[config.mk]
export PLATFORM = sky130hd
export DESIGN_NAME = trace_capture_fifo
export DESIGN_NICKNAME = d
export VERILOG_FILES = /design/src/rtl/trace_capture_fifo.sv
export SDC_FILE = /design/constraint.sdc
export NUM_CORES = 1
export LEC_CHECK = 0
export BUFFER_PORTS_ARGS = -buffer_cell sky130_fd_sc_hd__buf_2
export CAP_MARGIN = 20
export CORE_ASPECT_RATIO = 1.75
export CORE_MARGIN = 1.5
export CORE_UTILIZATION = 25
export CTS_BUF_LIST = sky130_fd_sc_hd__clkbuf_4
export DETAILED_ROUTE_END_ITERATION = 6
export HOLD_SLACK_MARGIN = 0.05
export PLACE_DENSITY = 0.45
export SETUP_SLACK_MARGIN = 0.15
export SLEW_MARGIN = 20
export SYNTH_ARGS = -nofsm -noshare
export SYNTH_HDL_FRONTEND = slang
export SYNTH_SLANG_ARGS = --single-unit
[constraint.sdc]
create_clock -name clk -period 12.19 [get_ports clk]
set_input_delay 1.219 -clock clk [delete_from_list [all_inputs] [get_ports clk]]
set_output_delay 1.219 -clock clk [all_outputs]
set_load 0.03 [all_outputs]
[src/rtl/trace_capture_fifo.sv]
module trace_capture_fifo #(
  parameter int DW    = 32,
  parameter int DEPTH = 8
) (
  input  logic          clk,
  input  logic          rst_n,
  input  logic          trc_ctl,
  input  logic [DW-1:0] trc_data,
  input  logic [2:0]    reg_addr,
  input  logic          reg_wr,
  input  logic          reg_rd,
  input  logic [DW-1:0] reg_wdata,
  output logic [DW-1:0] reg_rdata,
  output logic          dma_req
);
  localparam int PW = (DEPTH > 1) ? $clog2(DEPTH) : 1;
  localparam int CW = $clog2(DEPTH + 1);

  logic [DW-1:0] mem [DEPTH];
  logic [PW-1:0] wptr, rptr;
  logic [CW-1:0] count;
  logic          hold, drop;

  wire sel_ctl  = (reg_addr == 3'd0);
  wire sel_data = (reg_addr == 3'd4);
  wire ctl_wr   = reg_wr && sel_ctl;
  wire clr      = hold || (ctl_wr && reg_wdata[0]);
  wire empty    = (count == '0);
  wire full     = (count == CW'(DEPTH));
  wire qual     = !trc_ctl || (trc_data[1:0] == 2'b00);
  wire push_try = !clr && qual;
  wire pop      = reg_rd && sel_data && !empty && !hold;
  wire push     = push_try && (!full || pop);
  wire lost     = push_try && full && !pop;

  function automatic logic [PW-1:0] nxt(input logic [PW-1:0] p);
    return (p == PW'(DEPTH - 1)) ? '0 : p + 1'b1;
  endfunction

  always_ff @(posedge clk) begin
    if (push) mem[wptr] <= trc_data;
  end

  always_ff @(posedge clk or negedge rst_n) begin
    if (!rst_n) begin
      wptr  <= '0;
      rptr  <= '0;
      count <= '0;
    end else if (clr) begin
      wptr  <= '0;
      rptr  <= '0;
      count <= '0;
    end else begin
      if (push) wptr <= nxt(wptr);
      if (pop)  rptr <= nxt(rptr);
      if (push && !pop)      count <= count + 1'b1;
      else if (pop && !push) count <= count - 1'b1;
    end
  end

  always_ff @(posedge clk or negedge rst_n) begin
    if (!rst_n) begin
      hold <= 1'b1;
      drop <= 1'b0;
    end else begin
      if (ctl_wr) hold <= reg_wdata[0];
      if (lost) drop <= 1'b1;
      else if (ctl_wr && reg_wdata[1]) drop <= 1'b0;
    end
  end

  always_comb begin
    reg_rdata = '0;
    if (sel_ctl) reg_rdata = {{(DW-2){1'b0}}, drop, hold};
    else if (sel_data && !empty && !hold) reg_rdata = mem[rptr];
  end

  assign dma_req = !empty && !hold;

  a_r2_count_bound: assert property (@(posedge clk) disable iff (!rst_n)
    count <= CW'(DEPTH));
  a_r4_drop_when_full: assert property (@(posedge clk) disable iff (!rst_n)
    $rose(drop) |-> $past(count) == CW'(DEPTH));
  a_r5_drop_sticky: assert property (@(posedge clk) disable iff (!rst_n)
    $fell(drop) |-> $past(reg_wr && reg_addr == 3'd0 && reg_wdata[1]));
  a_r6_hold_empty: assert property (@(posedge clk) disable iff (!rst_n)
    hold |-> count == '0);
  a_r8_empty_read_zero: assert property (@(posedge clk) disable iff (!rst_n)
    (reg_rd && reg_addr == 3'd4 && count == '0) |-> reg_rdata == '0);
  a_r9_full_swap: assert property (@(posedge clk) disable iff (!rst_n)
    (full && pop && push_try) |=> count == CW'(DEPTH));
endmodule

Yosys cells after proc, flatten, opt, wreduce, memory -nomap -nowiden
Memory sizes are Yosys's and may differ from the RTL's. Cells that the tools add are included.

$add $sub $neg: 4. Equal/unequal tests: 4. Mux-type cells: 15. Reduce and logical (&&, ||, !) cells: 32.

Operator list (number): $mux W32 (2); $mux W3 (6); $logic_and A1 B1 Y1 (15); $mux W4 (3); $eq A3 B3 Y1 const B (3); $logic_not A1 Y1 (7); $add A3 B1 Y3 const B (2); $reduce_bool A2 Y1 (3); $add A4 B1 Y4 const B (1); $eq A4 B4 Y1 const B (1); $logic_not A4 Y1 (1); $mux W1 (4); $sub A4 B1 Y4 const B (1); $logic_not A3 Y1 (1); $logic_or A1 B1 Y1 (3); $reduce_bool A3 Y1 (1); $logic_not A2 Y1 (1).

Register bits: 12. RAM bits: 256. Input bits: 72. Output and inout bits: 33. Logic and storage cells: 61. Memories: 1.

Memory list: mem (words 8, bits a word 32, rd ports 1, clocked after Yosys merged registers in 0, write ports 1, RTL line 19) `logic [DW-1:0] mem [DEPTH];`.

Longest topological paths before layout
Gate-level depths: netlist (run 1).

Depth in word-level cells: 12. Gate-level depth with buffers: 11.

Worst setup path after synthesis (run 1)
OpenSTA, ideal clock, no wires.

Kind: input port to flip-flop. Start point: input reg_addr[1]. End point: memory mem[0][0], enable pin. Library setup time: 0.461 ns. Data arrival time: 4.404 ns. Slack: 7.325 ns. Cell stages on the path: 5. Path buffers: 0. Path through: nor3b_2 -> nand2_2 -> a311o_4 -> nand2b_4 -> nor3_1.

Cells in the longest elaborated chain, start to end: 9. Elaborated cells on any way between the ends: 14. Classes of those cells: eq/ne (1); mux (2); reduce/logical (11).

RTL lines: from (decl) (RTL line 9) `input logic [2:0] reg_addr,`; $logic_not A3 Y1 (RTL line 24) `wire sel_ctl = (reg_addr == 3'd0);`; $logic_and A1 B1 Y1 (RTL line 26) `wire ctl_wr = reg_wr && sel_ctl;`; $logic_and A1 B1 Y1 (RTL line 27) `wire clr = hold || (ctl_wr && reg_wdata[0]);`; $logic_or A1 B1 Y1 (RTL line 27); $logic_not A1 Y1 (RTL line 31) `wire push_try = !clr && qual;`; $logic_and A1 B1 Y1 (RTL line 31); $logic_and A1 B1 Y1 (*) (RTL line 33) `wire push = push_try && (!full || pop);`; $mux W1 (*) (RTL line 41) `if (push) mem[wptr] <= trc_data;`; $mux W1 (implied by the code) (*) (RTL line 41); to (decl) (RTL line 19).

Every way passes the cells marked *; elsewhere a longest branch is shown, timed or not.

Worst setup path after layout (run 1)
Start point: register rptr[0]. End point: output reg_rdata[15].

Cells in the longest elaborated chain, start to end: 3.

RTL lines: from (decl) (RTL line 20) `logic [PW-1:0] wptr, rptr;`; from (signal assigned) (RTL line 55) `if (pop) rptr <= nxt(rptr);`; $mem_v2 Z8 W32; $mux W32 (RTL line 75) `else if (sel_data && !empty && !hold) reg_rdata = mem[rptr];`; $mux W32 (RTL line 74) `if (sel_ctl) reg_rdata = {{(DW-2){1'b0}}, drop, hold};`; to (decl) (RTL line 13) `output logic [DW-1:0] reg_rdata,`.

Every way passes these cells.

==> results of run 1 <==
## layer usage
layer | part of all wire [%] | vias up
met1 | 36 | 2723
met2 | 57 | 114
li1 | - | 2339
met3 | 4.0 | 55
met4 | 3.3 | 2
met5 | 0.053 | -
## final timing paths
| check | slack (ns) | endpoint | start |
|---|---|---|---|
| setup / recovery | 7.55 | reg_rdata[15] | rptr[0] |
| hold / removal | 0.38 | rptr[2] | rst_n |
| setup reg to reg | 9.49 | count[3] | count[1] |
| hold reg to reg | 0.50 | drop | drop |
| max in group asynchronous | 11.54 | hold | rst_n |
| min in group clk | 0.50 | drop | drop |
## cell usage after synthesis, drive strengths merged
cell type and number:
dfstp 1, nand3 6, nand2b 4, o221ai 1, nor2b 1, nor3 4, edfxtp 256, xnor2 3
o21a 1, nand4 2, buf 16, mux2 1, nand2 11, ha 6, o21ai 7, clkbuf 6
a311o 1, fa 1, a21oi 6, or2 3, or3 1, nor3b 1, o31ai 1, a21o 1
dfrtp 11, mux2i 35, mux4 64, and2 2, a31oi 1, a32oi 1, a31o 1, inv 4
nor2 44
## final cells by class
cell class,instances,share of cell area [%]
Multi-Input combinational cell,210,20.1
Tap cell,555,5.59
Inverter,4,0.121
Antenna cell,2,0.0403
Sequential cell,268,64.4
Clock inverter,24,1.23
Timing Repair Buffer,84,3.59
Clock buffer,81,4.90
## worst max-delay path, delay by kind of cell (launching register included)
family,cells,cell delay (ns)
muxes,2,0.77
buffers and inverters,2,0.93
DFF,1,0.87
and+or+nand+nor,1,0.09
## state kept, by name, summed over array words and instances (netlist names)
signal,cells
rptr,3
hold,1
count,4
wptr,3
mem,256
drop,1
## power groups by stage
stage	logic, mW	registers (mW)	clock network (mW)
floorplan	0.209	1.14	0
global placement	0.304	1.15	0
detailed placement	0.308	1.16	0
CTS	0.308	1.14	0.735
global route	0.327	1.15	0.769
finish	0.295	1.14	0.696
## cells by family after synthesis
kind of cell    after synthesis  share of synthesized area [%]
mux                         100                           17.1
xor+xnor                      3                          0.249
fa+ha+maj                     7                          0.901
simple gates                 79                           3.53
compound gates               21                           1.39
buf+inv                      26                           1.20
flops                       268                           75.7
==> metrics.yaml, run 1 <==
run_status:
  outcome: "finished, final reports clean"
yosys:
  yosysTopAreaCellShare_pct: 72.8
  ys_ff_latch: 268
  synth_cell_type_count: 41
  netlist_area_sq_mm: 0.0106
  yosysTopAreaCell: "edfxtp_1"
  syn_nets: 583
  ys_seq_area_share_pct: 75.7
  syn_inst: 504
  synth_area_leaders: "edfxtp_1 (73%), mux4_2 (14%), mux2i_1 (3.3%)"
  ys.warnings.count: 0
  syn_avg_cell_area_sq_um: 21.0
timing:
  slew_headroom_pct: 27.9
  post-route-min-period_ns: 4.64
  post-route-period-util_pct: 38.1
  drv_slew: 0
  finalSetupViolations: 0
  fin_hold_ws_ns: 0.378
  fmax_ghz: 0.215
  fin_ws_ns: 7.55
  worst_pin_slew_ns: 1.08
  hold_violations: 0
  clock_skew_ns: 0.0277
  tns_ns: 0
  rsz0062_at_grt: "no"
cells_and_area:
  design_area_sq_mm: 0.0124
  final_cells: 1228
  area_growth_pct: 17.6
  seqCellArea_sq_mm: 0.00800
  fin_util_pct: 29.8
  mostFrequentLayoutCell: "edfxtp_1"
  finalNetCount: 705
  multi_input_area_sq_mm: 0.00250
  n_fill_cell: 4166
  post_route_cells_drive_above_1_share_pct: 38.6
  final_cell_mix: "edfxtp_1 (256), clkbuf_4 (81), buf_2 (74), mux4_2 (64), nor2_1 (38)"
floorplan:
  fp.dieW_um: 158
  rows: 99
  start_util_pct: 25.4
  fp.dieH_um: 275
  io_pins: 105
  core_area_sq_mm: 0.0416
  die_area_sq_mm: 0.0435
global_routing:
  gr-usage-met3_pct: 2.25
  antenna_found_initial: 3
  grt_max_degree: 67
  grt_pass1_vias: 5934
  use_met2_pct: 22.0
  grtUsageTotal_pct: 11.7
  busiest_layer: "met2"
  grt_overflow: 0
  use_met1_pct: 12.2
  grt_pass1_wl_mm: 36.4
setup_path:
  r2r_cells: 10
  critPathSlowestCell: "dfrtp_4"
  crit_chain: "buf_4, mux4_2, mux2i_1, nor2_1, buf_2"
  start_kind: "register"
  end_kind: "output port"
  crit_type: "register to output port"
  slowest_delay_ns: 0.87
  arrival_ns: 3.42
  path_max_fanout: 34
  cp_data_required_time_ns: 10.97
placement:
  port-buffer-count: 74
  dpl_worst_slack_ns: 7.93
  place_area_sq_mm: 0.0117
  place_congestion: 0.716
  dp_hpwl_mm: 13.2
  dp.cells: 1121
clock_network:
  cts_resized: 0
  cts.clk_slew.worst_paths_ns: 0.08
  htreeDepth: 2
  cts-root-buf: "clkbuf_4"
  numCtsBuffers: 58
  worstSkewPairLatency_ns: 0.71
  cts.repair_timing.setup_buffer_count: 0
  cts_buffer_depth: 3
  holdBufCountCts: 0
  tritoncts: "yes"
  cts_num_sinks: 268
flow_run:
  max-cap-violations: 0
pwr:
  total_power_mw: 2.13
  pwr-share-clk_pct: 32.7
  pwr-share-comb_pct: 13.8
  swShare_pct: 26.3
  switching_power_mw: 0.560
  peakVddDrop_mv: 0.0652
  leakagePower_nw: 3.97
  p_int_mw: 1.57
  pwr-share-seq_pct: 53.5
  p_per_area_mw_per_mm2: 171
drt:
  wl_mm: 24.4
  drtAntennaViolNets: 0
  wl_per_cell_um: 19.9
  drtPass1Iterations: 4
  drt_iter0_drc: 212
  vias: 5233
  remaining_drc_errors: 0
  drt-vias-per-instance: 4.26
min_path:
  hp-class: "input port to async pin"
(Power assumes the default switching activity.)
==> run 2: changes to the inputs <==
==> constraint.sdc (replaced) <==
create_clock -name clk -period 4.52 [get_ports clk]
set_input_delay 0.452 -clock clk [delete_from_list [all_inputs] [get_ports clk]]
set_output_delay 0.452 -clock clk [all_outputs]
set_load 0.03 [all_outputs]
==> run 2 against run 1 <==
Clock skew grew 0.069 ns. Non-clock buffer count grew 40. Worst hold slack lost 0.26 ns. Clock power grew 140%. Critical endpoint unchanged. Highest routed layer is now met4.
==> metrics.yaml, run 2 (synthesis results as in run 1) <==
placement:
  dpl_worst_slack_ns: 1.40
  place_congestion: 0.717
  dp_hpwl_mm: 14.1
  port-buffer-count: 74
  dp.cells: 1124
run_status:
  outcome: "finished, final reports clean"
pwr:
  pwr-share-clk_pct: 29.7
  peakVddDrop_mv: 0.191
  pwr-share-comb_pct: 15.3
  switching_power_mw: 1.52
  leakagePower_nw: 4.08
  pwr-share-seq_pct: 55.1
  swShare_pct: 27.3
  p_per_area_mw_per_mm2: 436
  p_int_mw: 4.05
clock_network:
  cts.clk_slew.worst_paths_ns: 0.08
  numCtsBuffers: 56
  cts_num_sinks: 268
  cts.repair_timing.setup_buffer_count: 0
  holdBufCountCts: 37
  worstSkewPairLatency_ns: 0.78
  cts-root-buf: "clkbuf_4"
  cts_resized: 0
  htreeDepth: 2
  cts_buffer_depth: 3
  tritoncts: "yes"
setup_path:
  critPathSlowestCell: "nand2_2"
  crit_type: "register to output port"
  end_kind: "output port"
  cp_data_required_time_ns: 4.07
  crit_chain: "or3_1, nor2_1, nor2_1, nand2_2, nor2_1, buf_2"
  cp_common_cell: "nor2_1"
  path_max_fanout: 29
  slowest_delay_ns: 0.64
  arrival_ns: 3.14
  start_kind: "register"
drt:
  drt_iter0_drc: 152
  drtPass1Iterations: 4
  drt-vias-per-instance: 4.29
  vias: 5376
  drtAntennaViolNets: 0
  wl_mm: 24.2
  wl_per_cell_um: 19.3
  remaining_drc_errors: 0
floorplan:
  die_area_sq_mm: 0.0435
  fp.dieH_um: 275
  core_area_sq_mm: 0.0416
  fp.dieW_um: 158
  rows: 99
  start_util_pct: 25.4
  io_pins: 105
timing:
  hold_violations: 0
  finalSetupViolations: 0
  worst_pin_slew_ns: 1.03
  post-route-period-util_pct: 79.5
  tns_ns: 0
  fin_hold_ws_ns: 0.117
  clock_skew_ns: 0.0966
  drv_slew: 0
  slew_headroom_pct: 31.3
  fin_ws_ns: 0.927
  rsz0062_at_grt: "no"
  post-route-min-period_ns: 3.59
  fmax_ghz: 0.278
cells_and_area:
  area_growth_pct: 21.0
  n_fill_cell: 4155
  post_route_cells_drive_above_1_share_pct: 35.8
  largest-register: "mem"
  final_cell_mix: "edfxtp_1 (256), buf_2 (74), clkbuf_4 (69), mux4_2 (64), nor2_1 (38)"
  mostFrequentLayoutCell: "edfxtp_1"
  fin_util_pct: 30.7
  final_cells: 1254
  finalNetCount: 743
  largest_reg_flops: 256
  largestRegisters: "mem x256, count x4"
global_routing:
  antenna_found_initial: 1
  grt_overflow: 0
  grtUsageTotal_pct: 11.6
  grt_pass1_wl_mm: 36.3
  grt_pass1_vias: 6078
  grt_max_degree: 67
min_path:
  hp-class: "input port to register"
flow_run:
  max-cap-violations: 0
-- run 2: changes by cell type in the layout (fill, tap and decap cells not counted), moves of 2 or more --
cell           previous run  this run
dlygate4sd3_1             0        37
clkbuf_4                 81        69
buf_12                    0         7
buf_4                    10         6
bufinv_16                 2         0
-- run 2: power groups by stage --
stage          registers [mW]  logic [mW]  clock network [mW]
2_1_floorplan            3.09       0.563                   0
3_3_place_gp             3.11       0.827                   0
3_5_place_dp             3.13       0.855                   0
4_1_cts                  3.08       0.883                1.73
5_1_grt                  3.10       0.935                1.83
6_report                 3.07       0.852                1.65
-- run 2: final cells by class --
cell class / instances / area (sq um) / share of cell area (%)
timing repair buffer: 124 / 926 / 7.25
sequential: 268 / 8000 / 62.6
antenna: 1 / 2.50 / 0.0196
clock inverter: 23 / 116 / 0.911
clock buffer: 69 / 518 / 4.05
multi-input combinational: 210 / 2500 / 19.6
tap: 555 / 694 / 5.44
inverter: 4 / 15.0 / 0.118
-- run 2: final timing paths --
path                                 end  slack, ns  cells after the start     start
min in group asynchronous           drop       0.16                      2     rst_n
setup / recovery           reg_rdata[15]       0.93                      6  count[1]
max in group asynchronous        wptr[1]       3.58                      3     rst_n
hold reg to reg                     drop       0.49                      2      drop
hold / removal                      hold       0.12                      3    reg_wr
setup reg to reg                count[3]       1.68                     10  count[1]
-- run 2: through the flow --
step	power, mW	area (sq um)
global route	5.86	12800
finish	5.57	12800
CTS	5.69	12800
detailed placement	3.99	11800
global placement	3.94	11800
floorplan	3.65	10600
-- run 2: layer usage --
layer  GRT usage (%)  wire (um)
met5               0          0
met4            5.14        766
met3            2.13        739
met2            22.1      13700
met1            12.0       9020
-- run 2: critical path, delay by kind of cell, from the launching register on --
family / cells / cell delay (ns)
buffers and inverters: 1 / 0.24
DFF: 1 / 0.43
and+or+nand+nor: 5 / 1.74
